===== config.mk =====
export PLATFORM = sky130hd
export DESIGN_NAME = eff_addr_unit
export DESIGN_NICKNAME = d
export VERILOG_FILES = /design/src/rtl/eau_pkg.sv /design/src/rtl/eau_mode_decode.sv /design/src/rtl/eau_index_scale.sv /design/src/rtl/eau_sum.sv /design/src/rtl/eff_addr_unit.sv
export SDC_FILE = /design/constraint.sdc
export NUM_CORES = 1
export LEC_CHECK = 0
export BUFFER_PORTS_ARGS = -buffer_cell sky130_fd_sc_hd__clkbuf_2
export CAP_MARGIN = 20
export CORE_MARGIN = 2
export CORE_UTILIZATION = 30
export DETAILED_ROUTE_END_ITERATION = 6
export HOLD_SLACK_MARGIN = 0.03
export PLACE_DENSITY = 0.57
export SLEW_MARGIN = 25
export SYNTH_ARGS = -nofsm -noshare
export SYNTH_HDL_FRONTEND = slang
export SYNTH_HIERARCHICAL = 1
export SYNTH_SLANG_ARGS = --single-unit
export TNS_END_PERCENT = 100

===== constraint.sdc =====
create_clock -name clk -period 0.8 [get_ports clk]
set_clock_uncertainty 0.05 [all_clocks]
set_input_delay 0 -clock clk [delete_from_list [all_inputs] [get_ports clk]]
set_output_delay 0 -clock clk [all_outputs]
set_load 0.005 [all_outputs]

===== src/rtl/eau_pkg.sv =====
package eau_pkg;

  typedef enum logic [1:0] {SRC_NONE, SRC_BASE, SRC_PC} src_e;
  typedef enum logic [1:0] {DSP_NONE, DSP_S8, DSP_S16, DSP_FULL} dsp_e;
  typedef enum logic [1:0] {UPD_NONE, UPD_INC, UPD_DEC, UPD_LEA} upd_e;

  typedef struct packed {
    src_e       src;
    dsp_e       dsp;
    logic       use_idx;
    upd_e       upd;
    logic       mem;
    logic [2:0] ext_len;
    logic       illegal;
  } ea_dec_t;

  // Size step in bytes: byte 1, word 2, long 4.
  function automatic logic [2:0] step_bytes(input logic [1:0] sz);
    case (sz)
      2'b00:   step_bytes = 3'd1;
      2'b01:   step_bytes = 3'd2;
      default: step_bytes = 3'd4;
    endcase
  endfunction

endpackage


===== src/rtl/eau_mode_decode.sv =====
module eau_mode_decode
  import eau_pkg::*;
(
  input  logic [5:0] ea_field,
  input  logic       is_write,
  input  logic       lea_op,
  input  logic [1:0] op_size,
  output ea_dec_t    dec
);
  logic [2:0] mode;
  logic [2:0] sub;
  logic       ctrl_ok;
  logic       pc_rel;
  logic       imm;
  logic       bad_code;
  ea_dec_t    raw;

  assign mode = ea_field[5:3];
  assign sub  = ea_field[2:0];

  always_comb begin
    raw      = '0;
    raw.src  = SRC_NONE;
    raw.dsp  = DSP_NONE;
    raw.upd  = UPD_NONE;
    ctrl_ok  = 1'b0;
    pc_rel   = 1'b0;
    imm      = 1'b0;
    bad_code = 1'b0;
    case (mode)
      3'b010: begin raw.src = SRC_BASE; raw.mem = 1'b1; ctrl_ok = 1'b1; end
      3'b011: begin raw.src = SRC_BASE; raw.mem = 1'b1; raw.upd = UPD_INC; end
      3'b100: begin raw.src = SRC_BASE; raw.mem = 1'b1; raw.upd = UPD_DEC; end
      3'b101: begin
        raw.src = SRC_BASE; raw.dsp = DSP_S16; raw.mem = 1'b1;
        raw.ext_len = 3'd2; ctrl_ok = 1'b1;
      end
      3'b110: begin
        raw.src = SRC_BASE; raw.dsp = DSP_S8; raw.use_idx = 1'b1;
        raw.mem = 1'b1; raw.ext_len = 3'd2; ctrl_ok = 1'b1;
      end
      3'b111: begin
        case (sub)
          3'b000: begin raw.dsp = DSP_S16;  raw.mem = 1'b1; raw.ext_len = 3'd2; ctrl_ok = 1'b1; end
          3'b001: begin raw.dsp = DSP_FULL; raw.mem = 1'b1; raw.ext_len = 3'd4; ctrl_ok = 1'b1; end
          3'b010: begin
            raw.src = SRC_PC; raw.dsp = DSP_S16; raw.mem = 1'b1;
            raw.ext_len = 3'd2; ctrl_ok = 1'b1; pc_rel = 1'b1;
          end
          3'b011: begin
            raw.src = SRC_PC; raw.dsp = DSP_S8; raw.use_idx = 1'b1; raw.mem = 1'b1;
            raw.ext_len = 3'd2; ctrl_ok = 1'b1; pc_rel = 1'b1;
          end
          3'b100: begin
            imm = 1'b1;
            raw.ext_len = op_size[1] ? 3'd4 : 3'd2;
          end
          default: bad_code = 1'b1;
        endcase
      end
      default: ; // register direct: no address, no update
    endcase
  end

  always_comb begin
    dec = raw;
    if (lea_op) begin
      dec.mem     = 1'b0;
      dec.upd     = UPD_LEA;
      dec.illegal = bad_code | ~ctrl_ok;
    end else begin
      dec.illegal = bad_code | (is_write & (pc_rel | imm));
    end
  end

endmodule


===== src/rtl/eau_index_scale.sv =====
module eau_index_scale #(
  parameter int AW  = 32,
  parameter int SHW = 2
) (
  input  logic [AW-1:0]  idx_val,
  input  logic           idx_long,
  input  logic [SHW-1:0] idx_scale,
  output logic [AW-1:0]  scaled
);
  localparam int HW = 16;

  logic [AW-1:0] stage [SHW+1];

  assign stage[0] = idx_long ? idx_val
                             : {{(AW-HW){idx_val[HW-1]}}, idx_val[HW-1:0]};

  for (genvar k = 0; k < SHW; k++) begin : g_shift
    assign stage[k+1] = idx_scale[k] ? (stage[k] << (1 << k)) : stage[k];
  end

  assign scaled = stage[SHW];

endmodule


===== src/rtl/eau_sum.sv =====
module eau_sum
  import eau_pkg::*;
#(
  parameter int AW = 32
) (
  input  src_e          src,
  input  dsp_e          dsp,
  input  logic          use_idx,
  input  upd_e          upd,
  input  logic [1:0]    op_size,
  input  logic [AW-1:0] base_val,
  input  logic [AW-1:0] pc_val,
  input  logic [AW-1:0] ext_data,
  input  logic [AW-1:0] scaled_idx,
  output logic [AW-1:0] addr,
  output logic [AW-1:0] wb
);
  localparam int S8  = 8;
  localparam int S16 = 16;

  logic [AW-1:0] base_sel;
  logic [AW-1:0] disp;
  logic [AW-1:0] idx_term;
  logic [AW-1:0] sum;
  logic [AW-1:0] step;

  always_comb begin
    case (src)
      SRC_BASE: base_sel = base_val;
      SRC_PC:   base_sel = pc_val;
      default:  base_sel = '0;
    endcase
    case (dsp)
      DSP_S8:   disp = {{(AW-S8){ext_data[S8-1]}}, ext_data[S8-1:0]};
      DSP_S16:  disp = {{(AW-S16){ext_data[S16-1]}}, ext_data[S16-1:0]};
      DSP_FULL: disp = ext_data;
      default:  disp = '0;
    endcase
    idx_term = use_idx ? scaled_idx : '0;
    sum      = base_sel + disp + idx_term;
    step     = AW'(step_bytes(op_size));
    case (upd)
      UPD_INC: begin addr = base_sel;        wb = base_sel + step; end
      UPD_DEC: begin addr = base_sel - step; wb = base_sel - step; end
      default: begin addr = sum;             wb = sum;             end
    endcase
  end

endmodule


===== src/rtl/eff_addr_unit.sv =====
module eff_addr_unit
  import eau_pkg::*;
#(
  parameter int AW  = 32,
  parameter int RW  = 3,
  parameter int SHW = 2
) (
  input  logic           clk,
  input  logic           rst_n,
  input  logic           req_valid,
  input  logic [5:0]     ea_field,
  input  logic           is_write,
  input  logic           lea_op,
  input  logic [RW-1:0]  lea_dst,
  input  logic [1:0]     op_size,
  input  logic [AW-1:0]  base_val,
  input  logic [AW-1:0]  pc_val,
  input  logic [AW-1:0]  idx_val,
  input  logic           idx_long,
  input  logic [SHW-1:0] idx_scale,
  input  logic [AW-1:0]  ext_data,
  output logic           addr_valid,
  output logic [AW-1:0]  addr_out,
  output logic           wb_valid,
  output logic [RW-1:0]  wb_reg,
  output logic [AW-1:0]  wb_value,
  output logic [2:0]     ext_len,
  output logic           illegal
);
  // reset synchronizer: assert asynchronously, release on the clock
  logic [1:0] rst_sync_q;
  logic       rst_sync_n;

  always_ff @(posedge clk or negedge rst_n) begin
    if (!rst_n) rst_sync_q <= '0;
    else        rst_sync_q <= {rst_sync_q[0], 1'b1};
  end
  assign rst_sync_n = rst_sync_q[1];

  ea_dec_t       dec;
  logic [AW-1:0] scaled_idx;
  logic [AW-1:0] addr_c;
  logic [AW-1:0] wb_c;

  eau_mode_decode u_dec (
    .ea_field (ea_field),
    .is_write (is_write),
    .lea_op   (lea_op),
    .op_size  (op_size),
    .dec      (dec)
  );

  eau_index_scale #(.AW(AW), .SHW(SHW)) u_idx (
    .idx_val   (idx_val),
    .idx_long  (idx_long),
    .idx_scale (idx_scale),
    .scaled    (scaled_idx)
  );

  eau_sum #(.AW(AW)) u_sum (
    .src        (dec.src),
    .dsp        (dec.dsp),
    .use_idx    (dec.use_idx),
    .upd        (dec.upd),
    .op_size    (op_size),
    .base_val   (base_val),
    .pc_val     (pc_val),
    .ext_data   (ext_data),
    .scaled_idx (scaled_idx),
    .addr       (addr_c),
    .wb         (wb_c)
  );

  // next-state
  logic          addr_v_n, wb_v_n, ill_n;
  logic [2:0]    len_n;
  logic [RW-1:0] wreg_n;
  logic          data_en;

  always_comb begin
    addr_v_n = req_valid & dec.mem & ~dec.illegal;
    wb_v_n   = req_valid & (dec.upd != UPD_NONE) & ~dec.illegal;
    ill_n    = req_valid & dec.illegal;
    len_n    = (req_valid & ~dec.illegal) ? dec.ext_len : 3'd0;
    wreg_n   = (dec.upd == UPD_LEA) ? lea_dst : ea_field[RW-1:0];
    data_en  = req_valid;
  end

  // control registers
  always_ff @(posedge clk or negedge rst_sync_n) begin
    if (!rst_sync_n) begin
      addr_valid <= 1'b0;
      wb_valid   <= 1'b0;
      illegal    <= 1'b0;
      ext_len    <= '0;
    end else begin
      addr_valid <= addr_v_n;
      wb_valid   <= wb_v_n;
      illegal    <= ill_n;
      ext_len    <= len_n;
    end
  end

  // data registers, loaded under clock enable
  always_ff @(posedge clk) begin
    if (data_en) begin
      addr_out <= addr_c;
      wb_value <= wb_c;
      wb_reg   <= wreg_n;
    end
  end

  // assertions
  AST_ILLEGAL_QUIET: assert property (@(posedge clk) disable iff (!rst_sync_n)
    illegal |-> (!addr_valid && !wb_valid));

  AST_IDLE_CLEAR: assert property (@(posedge clk) disable iff (!rst_sync_n)
    !req_valid |=> (!addr_valid && !wb_valid && !illegal));

  AST_PREDEC_SAME: assert property (@(posedge clk) disable iff (!rst_sync_n)
    (req_valid && ea_field[5:3] == 3'b100 && !lea_op)
      |=> (addr_valid && wb_valid && wb_value == addr_out));

  AST_POSTINC_AHEAD: assert property (@(posedge clk) disable iff (!rst_sync_n)
    (req_valid && ea_field[5:3] == 3'b011 && !lea_op)
      |=> (addr_valid && wb_valid &&
           (wb_value - addr_out) == AW'(step_bytes($past(op_size)))));

  AST_LEA_NO_MEM: assert property (@(posedge clk) disable iff (!rst_sync_n)
    (req_valid && lea_op) |=> !addr_valid);

endmodule


# Word-level counts from Yosys, hierarchy flattened
# Cells that the tools add are included.
# classes
eq_ne	19
muxes	32
reduce_logical	11
n_bitwise	12
addsub	4
# op_table
cell	n
32-bit one-hot mux with 2 select lines	3
32-bit two-way mux	4
32-bit one-hot mux with 3 select lines	1
32-bit adder	2
32-bit by 3-bit adder with 32-bit output	1
32-bit by 3-bit subtractor with 32-bit output	1
3-bit equality test, second input constant	5
3-bit by 2-bit equality test with 1-bit output, second input constant	4
3-bit two-way mux	4
2-bit one-hot mux with 3 select lines	2
3-bit one-hot mux with 2 select lines	2
2-bit equality test, second input constant	5
5-bit OR reduction	2
1-bit two-way mux	9
3-bit one-hot mux with 3 select lines	1
2-bit by 1-bit equality test with 1-bit output, second input constant	4
2-bit one-hot mux with 2 select lines	2
1-bit bitwise AND	7
1-bit one-hot mux with 2 select lines	3
2-bit OR reduction	3
3-bit OR reduction	2
4-bit OR reduction	1
3-bit by 1-bit equality test with 1-bit output, second input constant	1
3-bit zero test	1
other kinds (5)	8
# word_totals
input_bits	147
output_inout_bits	73
elab_cells	86
register_bits	75

# Logic depth before layout (Yosys ltp)
# Gate-level depths: netlist of the first run.
# depth
depth_word	11
depth_mapped	25
ltp_nobuf	20

# Cells and area by module
# Netlist of the first run, hierarchy kept.
# by_module_without_submodules
module	area_per_inst_um2	instances	cells_each
eau_sum	5786.8	1	868
eff_addr_unit	2312.2	1	87
eau_index_scale	824.5	1	80
eau_mode_decode	266.5	1	39

# Least setup slack after synthesis of the first run
# Ideal clock, no wire load.
# synth_timing
path_type	input-to-reg
start	input ea_field[5]
end	register addr_out[31] (data pin)
setup_time_ns	0.136
n_path_buf	6
stages	25
required_ns	0.614
slack_ns	-4.132
t_arrival_ns	4.746
path_cell_list	buf_4 > and3_2 > nor2_1 > inv_1 > ha_1 > buf_4 > buf_6 > buf_2 > buf_2 > buf_1 > nor2_1 > inv_1 > fa_1 > inv_1 > ha_1 > inv_1 > fa_1 > nand2b_1 > a21oi_1 > o21ai_0 > a21boi_0 > o31ai_1 > o31ai_1 > mux2_2 > nand3_1
# synth_lines
element	line_no	rtl
from (decl)	eff_addr_unit.sv:11	input logic [5:0] ea_field,
to (signal assigned)	eff_addr_unit.sv:107	addr_out <= addr_c;
to (decl)	eff_addr_unit.sv:23	output logic [AW-1:0] addr_out,

==> flow_summary_export.csv, run 1 <==
group,metric,value,unit
outcome,result_of_the_run,"finished with violations",
outcome,violations,"negative hold slack, negative setup slack",
sta,finalWorstSetupSlack,-2.995,ns
floorplan,core_area,0.03035,mm2
setup_path,cp-start-kind,"input port",
routing,route.detailed.wl_per_inst,18.53,um
sta,max_slew.worst_pin.slew,0.6866,ns
clocking,cts_htree_levels,3,
clocking,cts_buffer_depth,2,
min_path,min_path_type,"in2reg",
sta,max_freq,0.2635,GHz
yosys,postSynthNetCount,1295,
place,place.gp.congestion,0.9440,
place,numPlacedInstances,1964,
setup_path,cp-end-kind,"flip-flop",
floorplan,num_io_pins,220,
layout,finalInstanceArea,0.01618,mm2
global_route,first_pass_grt_wire_length,56900,um
sta,rsz0062_at_grt,"true",
yosys,synth_cell_types,89,
layout,layoutNonFillerInstCount,2070,
power_and_ir_drop,powerDensity,1328,mW/mm2
floorplan,num_rows,64,
global_route,gr-usage-all-layers,23.30,%
floorplan,die_w,179.0,um
global_route,antenna_found_initial,0,
floorplan,fp.dieH,179.0,um
layout,top_regs,"addr_out (32), wb_value (32)",
sta,finalCritPeriodShare,474.4,%
flow_run,maxCapViolCount,0,
routing,postRouteWirelength,38360,um
routing,drtAntennaViolNets,0,
yosys,part_of_the_yosys_area_used_for_sequential_elements,24.07,%
sta,final.hold.worst_slack,-0.08595,ns
clocking,ctsHoldBuffers,3,
yosys,number_of_synthesized_register_bits,75,
layout,layout.cells.most_common,"buf_4",
clocking,tritoncts,"done",
yosys,synthesis.area,0.009190,mm2
clocking,cts.sink_count,75,
place,detailed_place.area,0.01333,mm2
layout,multiInputGateArea,0.008013,mm2
layout,final_layout_size_suffix_gt1_share,59.32,%
layout,mostFrequentLayoutCells,"buf_4 (363), clkbuf_2 (214), nand2_1 (118)",
routing,dr_total_vias,10460,
routing,drt_drc_violations_left,0,
power_and_ir_drop,power.static_leakage,7.339,nW
routing,drtPass1Iterations,5,
yosys,synth-async-reset-ratio,10.67,%
global_route,groute.layer.met3.usage,2.014,%
routing,drt_iter0_drc,719,
clocking,clkTransAtPathRegs,0.06,ns
sta,report.final.slew_viol_count,0,
global_route,vias_in_the_first_global_route,10320,
routing,viasPerCell,5.053,
setup_path,timing_worst_setup_path_type,"in2reg",
yosys,yosysWarningCount,6,
place,place.port_buffers,219,
yosys,synth_edf_count,67,
layout,fillerInstances,2692,
sta,finalHoldViolCount,3,
global_route,busiest_layer,"met2",
layout,number_of_nets_in_the_final_layout,1890,
setup_path,critPathMaxFanout,6,
power_and_ir_drop,max-vdd-ir-drop,0.001035,V
sta,min_period,3.795,ns
global_route,grt_start_max_net_pins,28,
global_route,grt_use_met2,38.30,%
yosys,postSynth.topFlopCell,"edfxtp_1",
floorplan,fp.dieArea,0.03205,mm2
yosys,postSynthAreaPerCell,8.557,um2
floorplan,start_util,30.28,%
setup_path,worst-endpoint-arrival,3.83,ns
setup_path,worst-r2r-setup-slack,0.28,ns
layout,register_area,0.002212,mm2
layout,area_growth,76.02,%
setup_path,worst_ep_required_time,0.84,ns
sta,setup_viol,144,
clocking,cts_made_buffers,9,
global_route,grtUsageMet1,33.05,%
sta,slew_headroom,54.01,%
layout,n_antenna_cell,0,
global_route,grt-ovfl-total,0,
yosys,syn-instance-count,1074,
place,worst_slack_at_placement,-3.669,ns
clocking,clk-insertion-delay-late,0.34,ns
clocking,clock_root_cell,"clkbuf_16",
place,detailed_place_hpwl,30300,um
-- final cells by class --
cell class                 instances  share of cell area (%)
tap                              396                   3.063
inverter                          98                   2.289
timing repair buffer             646                   29.31
clock inverter                     4                  0.6110
sequential                        75                   13.67
multi-input combinational        839                   49.53
clock buffer                      12                   1.524
-- report_power, final --
group | internal (mW) | switching, mW | total [mW]
sequential | 5.04 | 0.224 | 5.27
combinational | 5.61 | 5.76 | 11.4
clock | 3.15 | 1.70 | 4.85
total | 13.8 | 7.68 | 21.5
-- path summary, 6_finish.rpt --
| path | from | end | depth (start not counted) |
|---|---|---|---|
| setup / recovery | ea_field[5] | wb_value[29] | 22 |
| hold / removal | lea_dst[0] | wb_reg[0] | 2 |
| setup reg to reg | rst_sync_q[0] | rst_sync_q[1] | 0 |
| hold reg to reg | rst_sync_q[1] | addr_valid | 0 |
| max in group asynchronous | rst_n | rst_sync_q[1] | 3 |
| min in group asynchronous | rst_sync_q[1] | addr_valid | 0 |
-- repair_timing --
action                                 CTS  global route
endpoints found under the hold margin    6             3
gates cloned                             2             0
setup endpoints to repair              144           145
pin swaps                              104            81
buffers inserted                        54            32
gates resized for setup                284           112
-- through the flow --
step                      hold slack (ns)  util (%)  TNS (ns)  power, mW
after floorplan                   -0.3456         -   -190.60      9.714
after global placement            -0.2623     43.93   -202.27      13.99
final                            -0.08595     53.30   -174.24      21.48
after detailed placement          -0.2597     43.93   -205.74      14.08
after global routing             -0.08716     53.30   -182.79      22.51
after CTS                        -0.09783     50.63   -167.72      20.53
-- synth_stat cells, types with 6 or more instances --
master	n	area, um2
nand3b_1	10	75.07
a211oi_1	10	75.07
dfrtp_1	8	200.2
fa_1	33	660.6
o211ai_1	9	67.56
a31oi_1	7	43.79
xnor2_1	62	543.0
xor2_1	12	105.1
nor3_1	17	85.08
buf_6	9	101.4
nand4_1	8	50.05
clkbuf_1	33	123.9
edfxtp_1	67	2012
nand2_1	132	495.5
nor3_2	6	60.06
mux2i_1	26	260.3
a22oi_2	6	75.07
nor2_1	75	281.5
a22oi_1	32	240.2
and2_1	15	93.84
buf_4	7	52.55
o221ai_1	15	131.4
ha_1	41	513.0
o21ai_0	51	255.2
a21o_1	17	127.6
nor2b_1	11	68.82
a21oi_1	79	395.4
inv_1	97	364.1
nand3_1	26	130.1
mux4_2	9	202.7
buf_2	10	50.05
nand2b_1	15	93.84
-- kinds of logic (layout without fill, tap and decap cells) --
| group | Yosys count | after routing | share of synthesized area (%) |
|---|---|---|---|
| and+or+nand+nor | 361 | 361 | 20.18 |
| AOI/OAI and AO/OA | 279 | 279 | 20.61 |
| buffers and inverters | 160 | 760 | 7.869 |
| DFF | 75 | 75 | 24.07 |
| adders and majority gates | 74 | 74 | 12.77 |
| xor gates and xnor gates | 74 | 74 | 7.052 |
| muxes | 49 | 49 | 7.365 |
| other | 2 | 2 | 0.08172 |
-- worst max-delay path, stage by stage --
cell	delay, ns
clkbuf_16	0.12
nand3_4	0.08
nor3b_4	0.29
inv_2	0.09
ha_4	0.22
buf_8	0.14
a22oi_2	0.20
nor2_4	0.06
inv_2	0.07
fa_1	0.46
buf_6	0.15
fa_2	0.38
nand2b_4	0.17
a21oi_4	0.23
o21ai_4	0.10
nand2_2	0.12
a311oi_4	0.10
buf_4	0.16
o311ai_4	0.24
mux2i_1	0.24
buf_4	0.18
a31oi_4	0.04
-- layer usage --
layer	up-vias	share of wire, %	wire, um
met1	5044	46	17790
li1	5023	-	-
met3	52	5.6	2149
met5	-	0	0
met2	341	46	17700
met4	0	1.9	726
Power figures use the tool's default switching activity.
==> run 2, diff against run 1 <==
Settings changed: PLACE_DENSITY 0.57 to unset, PLACE_DENSITY_LB_ADDON set to 0.2.
==> flow_summary_export.csv, run 2 (synthesis gave the netlist of run 1 again) <==
group,metric,value,unit
outcome,result_of_the_run,"finished with violations",
outcome,violations,"negative hold slack, negative setup slack",
global_route,gr-usage-all-layers,22.43,%
setup_path,crit_top_cell,"ha_4",
setup_path,worst_ep_required_time,0.83,ns
routing,wl_met2,16130,um
sta,tns,-171.97,ns
sta,slew_headroom,62.47,%
routing,postRouteWirelength,36670,um
global_route,grt_start_max_net_pins,31,
setup_path,worstReg2RegStart,"rst_sync_q[0]",
routing,viasPerCell,4.990,
power_and_ir_drop,max-vdd-ir-drop,0.001099,V
routing,drt_drc_violations_left,0,
layout,n_antenna_cell,0,
layout,final_core_utilization,50.26,%
routing,maxUsedRoutingLayer,"met4",
clocking,cts.sink_count,75,
layout,final_layout_size_suffix_gt1_share,55.25,%
global_route,grt-ovfl-total,0,
setup_path,worstPathCellList,"clkbuf_16 > nand3_4 > nor3b_4 > inv_2 > ha_4 > buf_8 > buf_6 > a22oi_2 > nor2_4 > fa_1 > ha_4 > o211ai_1 > a21oi_4 > o21ai_4 > nand2_2 > a311oi_4 > o311ai_2 > mux2i_2 > a31oi_1",
setup_path,timing_worst_setup_path_type,"in2reg",
sta,max_slew.worst_pin.slew,0.5604,ns
sta,finalWorstSetupSlack,-2.903,ns
layout,area_growth,65.98,%
place,worst_slack_at_placement,-3.691,ns
floorplan,die_w,179.0,um
sta,rsz0062_at_grt,"true",
layout,layout.cells.most_common,"buf_4",
routing,drt_iter0_drc,545,
flow_run,maxCapViolCount,0,
floorplan,core_area,0.03035,mm2
power_and_ir_drop,powerDensity,1278,mW/mm2
place,place.gp.congestion,0.9270,
global_route,first_pass_grt_wire_length,54420,um
sta,setup_viol,144,
setup_path,critPathBufInv,4,
routing,drtAntennaViolNets,0,
floorplan,start_util,30.28,%
min_path,worstHoldStart,"lea_dst[2]",
clocking,cts_buffer_depth,2,
routing,detail_route.wirelength.met1,18030,um
setup_path,cp-start-kind,"input port",
clocking,tritoncts,"done",
setup_path,cp-end-kind,"flip-flop",
sta,finalHoldViolCount,3,
clocking,clock_root_cell,"clkbuf_16",
setup_path,critPathMaxFanout,6,
clocking,cts_made_buffers,9,
setup_path,worst_setup_path_startpoint,"ea_field[5]",
routing,dr_total_vias,10050,
routing,route.detailed.wl_per_inst,18.21,um
clocking,cts_htree_levels,3,
layout,number_of_nets_in_the_final_layout,1834,
floorplan,fp.dieArea,0.03205,mm2
global_route,vias_in_the_first_global_route,9910,
setup_path,cpPeakStageDelay,0.56,ns
floorplan,num_rows,64,
setup_path,cp_top_family,"compound AO/OA/AOI/OAI gates",
clocking,clk-insertion-delay-late,0.33,ns
layout,top_regs,"addr_out (32), wb_value (32)",
power_and_ir_drop,power.static_leakage,6.894,nW
clocking,clkTransAtPathRegs,0.06,ns
layout,mostFrequentLayoutCells,"buf_4 (326), clkbuf_2 (211), nand2_1 (121)",
sta,finalCritPeriodShare,462.9,%
sta,final.hold.worst_slack,-0.07960,ns
place,place.port_buffers,219,
clocking,ctsHoldBuffers,2,
power_and_ir_drop,post-layout-total-power,19.49,mW
sta,min_period,3.703,ns
floorplan,fp.dieH,179.0,um
global_route,antenna_found_initial,0,
min_path,min_path_type,"in2reg",
setup_path,slowest_stage,"fa_1",
routing,wl_met3,1994,um
place,detailed_place_hpwl,30020,um
routing,drtPass1Iterations,5,
sta,report.final.slew_viol_count,0,
setup_path,worst-endpoint-arrival,3.73,ns
sta,max_freq,0.2700,GHz
floorplan,num_io_pins,220,
run 2: timing repair:
item,in CTS,in global routing
hold endpoints to repair,5,3
gates resized for setup,194,120
cloned,1,1
buffers inserted,32,16
setup endpoints to repair,144,144
pin swaps,58,76
run 2: cell type report:
cell class,count,area [um2]
Clock inverter,6,40.04
Fill cell,2894,15100
Tap cell,396,495.5
Inverter,98,372.9
Sequential cell,75,2212
Clock buffer,10,229.0
Timing Repair Buffer,590,4258
Multi-Input combinational cell,839,7646
run 2: routing by layer:
metal | track usage [%] | up-vias
li1 | - | 4922
met1 | 32.87 | 4796
met2 | 35.16 | 304
met3 | 2.545 | 28
met4 | 5.183 | 0
met5 | 0 | -
run 2: metrics by stage:
stage	std cells	area [um2]
2_1_floorplan	1074	9492
3_3_place_gp	1951	13240
4_1_cts	2002	14610
3_5_place_dp	1951	13240
6_report	2014	15250
5_1_grt	2014	15250
run 2: worst paths after layout:
kind / end / slack (ns) / cells past startpoint
max in group asynchronous: rst_sync_q[0] / 0.06 / 3
worst max register to register: rst_sync_q[1] / 0.29 / 0
worst min-delay path: wb_reg[2] / -0.08 / 2
min in group asynchronous: ext_len[1] / 0.05 / 0
worst min register to register: ext_len[1] / 0.05 / 0
worst max-delay path: wb_value[29] / -2.90 / 19
run 2: report_power, final:
group / total [mW] / switching [mW] / internal [mW]
Sequential: 5.25 / 0.212 / 5.04
Combinational: 10.4 / 5.34 / 5.09
Clock: 3.81 / 1.71 / 2.10
Total: 19.5 / 7.26 / 12.2
==> run 3, diff against run 2 <==
Settings changed: RECOVER_POWER set to 100.
==> flow_summary_export.csv, run 3 (synthesis gave the netlist of run 1 again) <==
group,metric,value,unit
outcome,result_of_the_run,"finished with violations",
outcome,violations,"negative hold slack, negative setup slack",
min_path,min_path_cells,2,
setup_path,worst_ep_required_time,0.83,ns
setup_path,timing_worst_setup_path_type,"in2reg",
global_route,groute.layer.met3.usage,2.545,%
sta,finalHoldViolCount,3,
global_route,vias_in_the_first_global_route,9910,
routing,dr_total_vias,10040,
global_route,first_pass_grt_wire_length,54420,um
sta,min_period,3.701,ns
sta,finalWorstSetupSlack,-2.901,ns
power_and_ir_drop,powerDensity,1280,mW/mm2
layout,number_of_nets_in_the_final_layout,1834,
power_and_ir_drop,pwr-share-clk,19.5,%
setup_path,critPathMaxFanout,6,
global_route,gr-usage-all-layers,22.43,%
min_path,worstHoldStart,"lea_dst[2]",
routing,postRouteWirelength,36660,um
layout,top_regs,"addr_out (32), wb_value (32)",
floorplan,start_util,30.28,%
setup_path,worst-endpoint-arrival,3.73,ns
layout,area_growth,65.47,%
routing,route.detailed.wl_per_inst,18.20,um
power_and_ir_drop,p_sw,7.258,mW
routing,drtAntennaViolNets,0,
power_and_ir_drop,max-vdd-ir-drop,0.001102,V
sta,setup_viol,144,
layout,fillerInstances,2899,
sta,rsz0062_at_grt,"true",
clocking,clk-insertion-delay-late,0.34,ns
setup_path,cp-end-kind,"flip-flop",
clocking,clkTransAtPathRegs,0.06,ns
floorplan,die_w,179.0,um
routing,viasPerCell,4.984,
layout,mostFrequentLayoutCells,"buf_4 (324), clkbuf_2 (213), nand2_1 (121)",
sta,finalCritPeriodShare,462.6,%
global_route,grt-ovfl-total,0,
layout,layout.cells.most_common,"buf_4",
layout,final_layout_size_suffix_gt1_share,55.19,%
floorplan,fp.dieArea,0.03205,mm2
power_and_ir_drop,sequentialPowerShare,27.0,%
setup_path,worstReg2RegStart,"rst_sync_q[0]",
sta,max_freq,0.2702,GHz
place,place.port_buffers,219,
sta,tns,-171.75,ns
floorplan,core_area,0.03035,mm2
routing,drt_iter0_drc,496,
floorplan,num_io_pins,220,
setup_path,worst-r2r-setup-slack,0.29,ns
routing,drtPass1Iterations,5,
power_and_ir_drop,power.combinational.fraction,53.5,%
floorplan,fp.dieH,179.0,um
setup_path,cp-start-kind,"input port",
global_route,busiest_layer,"met2",
global_route,grt_start_max_net_pins,31,
clocking,cts_made_buffers,9,
setup_path,timing.rr.end,"rst_sync_q[1]",
min_path,min_path_type,"in2reg",
place,worst_slack_at_placement,-3.691,ns
power_and_ir_drop,power.static_leakage,6.874,nW
layout,layoutNonFillerInstCount,2014,
floorplan,num_rows,64,
flow_run,maxCapViolCount,0,
clocking,cts_buffer_depth,2,
clocking,cts.sink_count,75,
place,place.gp.congestion,0.9270,
clocking,clock_root_cell,"clkbuf_16",
clocking,tritoncts,"done",
power_and_ir_drop,internal_power,12.20,mW
sta,final.hold.worst_slack,-0.08020,ns
place,numPlacedInstances,1951,
power_and_ir_drop,fraction_of_power_spent_switching_nets,37.29,%
power_and_ir_drop,post-layout-total-power,19.46,mW
clocking,cts_htree_levels,3,
routing,drt_drc_violations_left,0,
global_route,grt_use_met2,35.16,%
clocking,ctsHoldBuffers,2,
place,detailed_place_hpwl,30020,um
sta,report.final.slew_viol_count,0,
sta,slew_headroom,60.50,%
global_route,grtUsageMet1,32.87,%
layout,n_antenna_cell,0,
min_path,hold_path_end,"wb_reg[2]",
setup_path,ff2ff_path_depth,0,
global_route,antenna_found_initial,0,
sta,max_slew.worst_pin.slew,0.5897,ns
run 3: layout make-up:
type / instances / area [um2] / area share, %
Multi-Input combinational cell: 839 / 7646 / 50.28
Timing Repair Buffer: 590 / 4212 / 27.69
Tap cell: 396 / 495.5 / 3.258
Clock buffer: 10 / 229.0 / 1.506
Inverter: 98 / 372.9 / 2.452
Sequential cell: 75 / 2212 / 14.55
Clock inverter: 6 / 40.04 / 0.2633
run 3: how the worst max path moves through the flow:
stage	end	from	slack, ns
3_5_place_dp	wb_value[29]	ea_field[4]	-3.69
5_1_grt	addr_out[23]	ea_field[5]	-3.05
6_report	wb_value[29]	ea_field[5]	-2.90
4_1_cts	wb_value[29]	ea_field[5]	-2.87
3_3_place_gp	wb_value[29]	ea_field[4]	-3.64
2_1_floorplan	wb_value[10]	ea_field[4]	-3.31
run 3: repair_timing:
item                       CTS  global route
setup buffers               32            16
pin swaps                   58            76
hold endpoints to repair     5             3
resized for setup          194           120
cloned                       1             1
setup endpoints to repair  144           144
run 3: per-stage QoR:
step	utilization, %	instance area, um2
floorplan	-	9492
global placement	43.61	13240
detailed placement	43.61	13240
CTS	48.15	14610
global route	50.11	15210
finish	50.11	15210
run 3: routing by layer:
| metal | up-vias | share of wire, % |
|---|---|---|
| met3 | 31 | 6.0 |
| met2 | 319 | 44 |
| met5 | - | 0 |
| met4 | 0 | 1.4 |
| li1 | 4923 | - |
| met1 | 4765 | 49 |
run 3: power groups by stage:
stage,Combinational (mW),Sequential [mW],Clock [mW]
final,10.4,5.25,3.80
after global routing,11.2,5.30,4.05
after CTS,9.72,5.27,3.89
after global placement,8.61,5.35,0
after detailed placement,8.67,5.35,0
after floorplan,4.37,5.34,0
run 3: critical path, cell delays in order:
cell	delay (ns)
clkbuf_16	0.11
nand3_4	0.08
nor3b_4	0.23
inv_2	0.08
ha_4	0.21
buf_8	0.15
buf_6	0.12
a22oi_2	0.28
nor2_4	0.09
fa_1	0.56
ha_4	0.21
o211ai_1	0.32
a21oi_4	0.08
o21ai_4	0.17
nand2_2	0.10
a311oi_4	0.40
o311ai_2	0.14
mux2i_2	0.30
a31oi_1	0.07
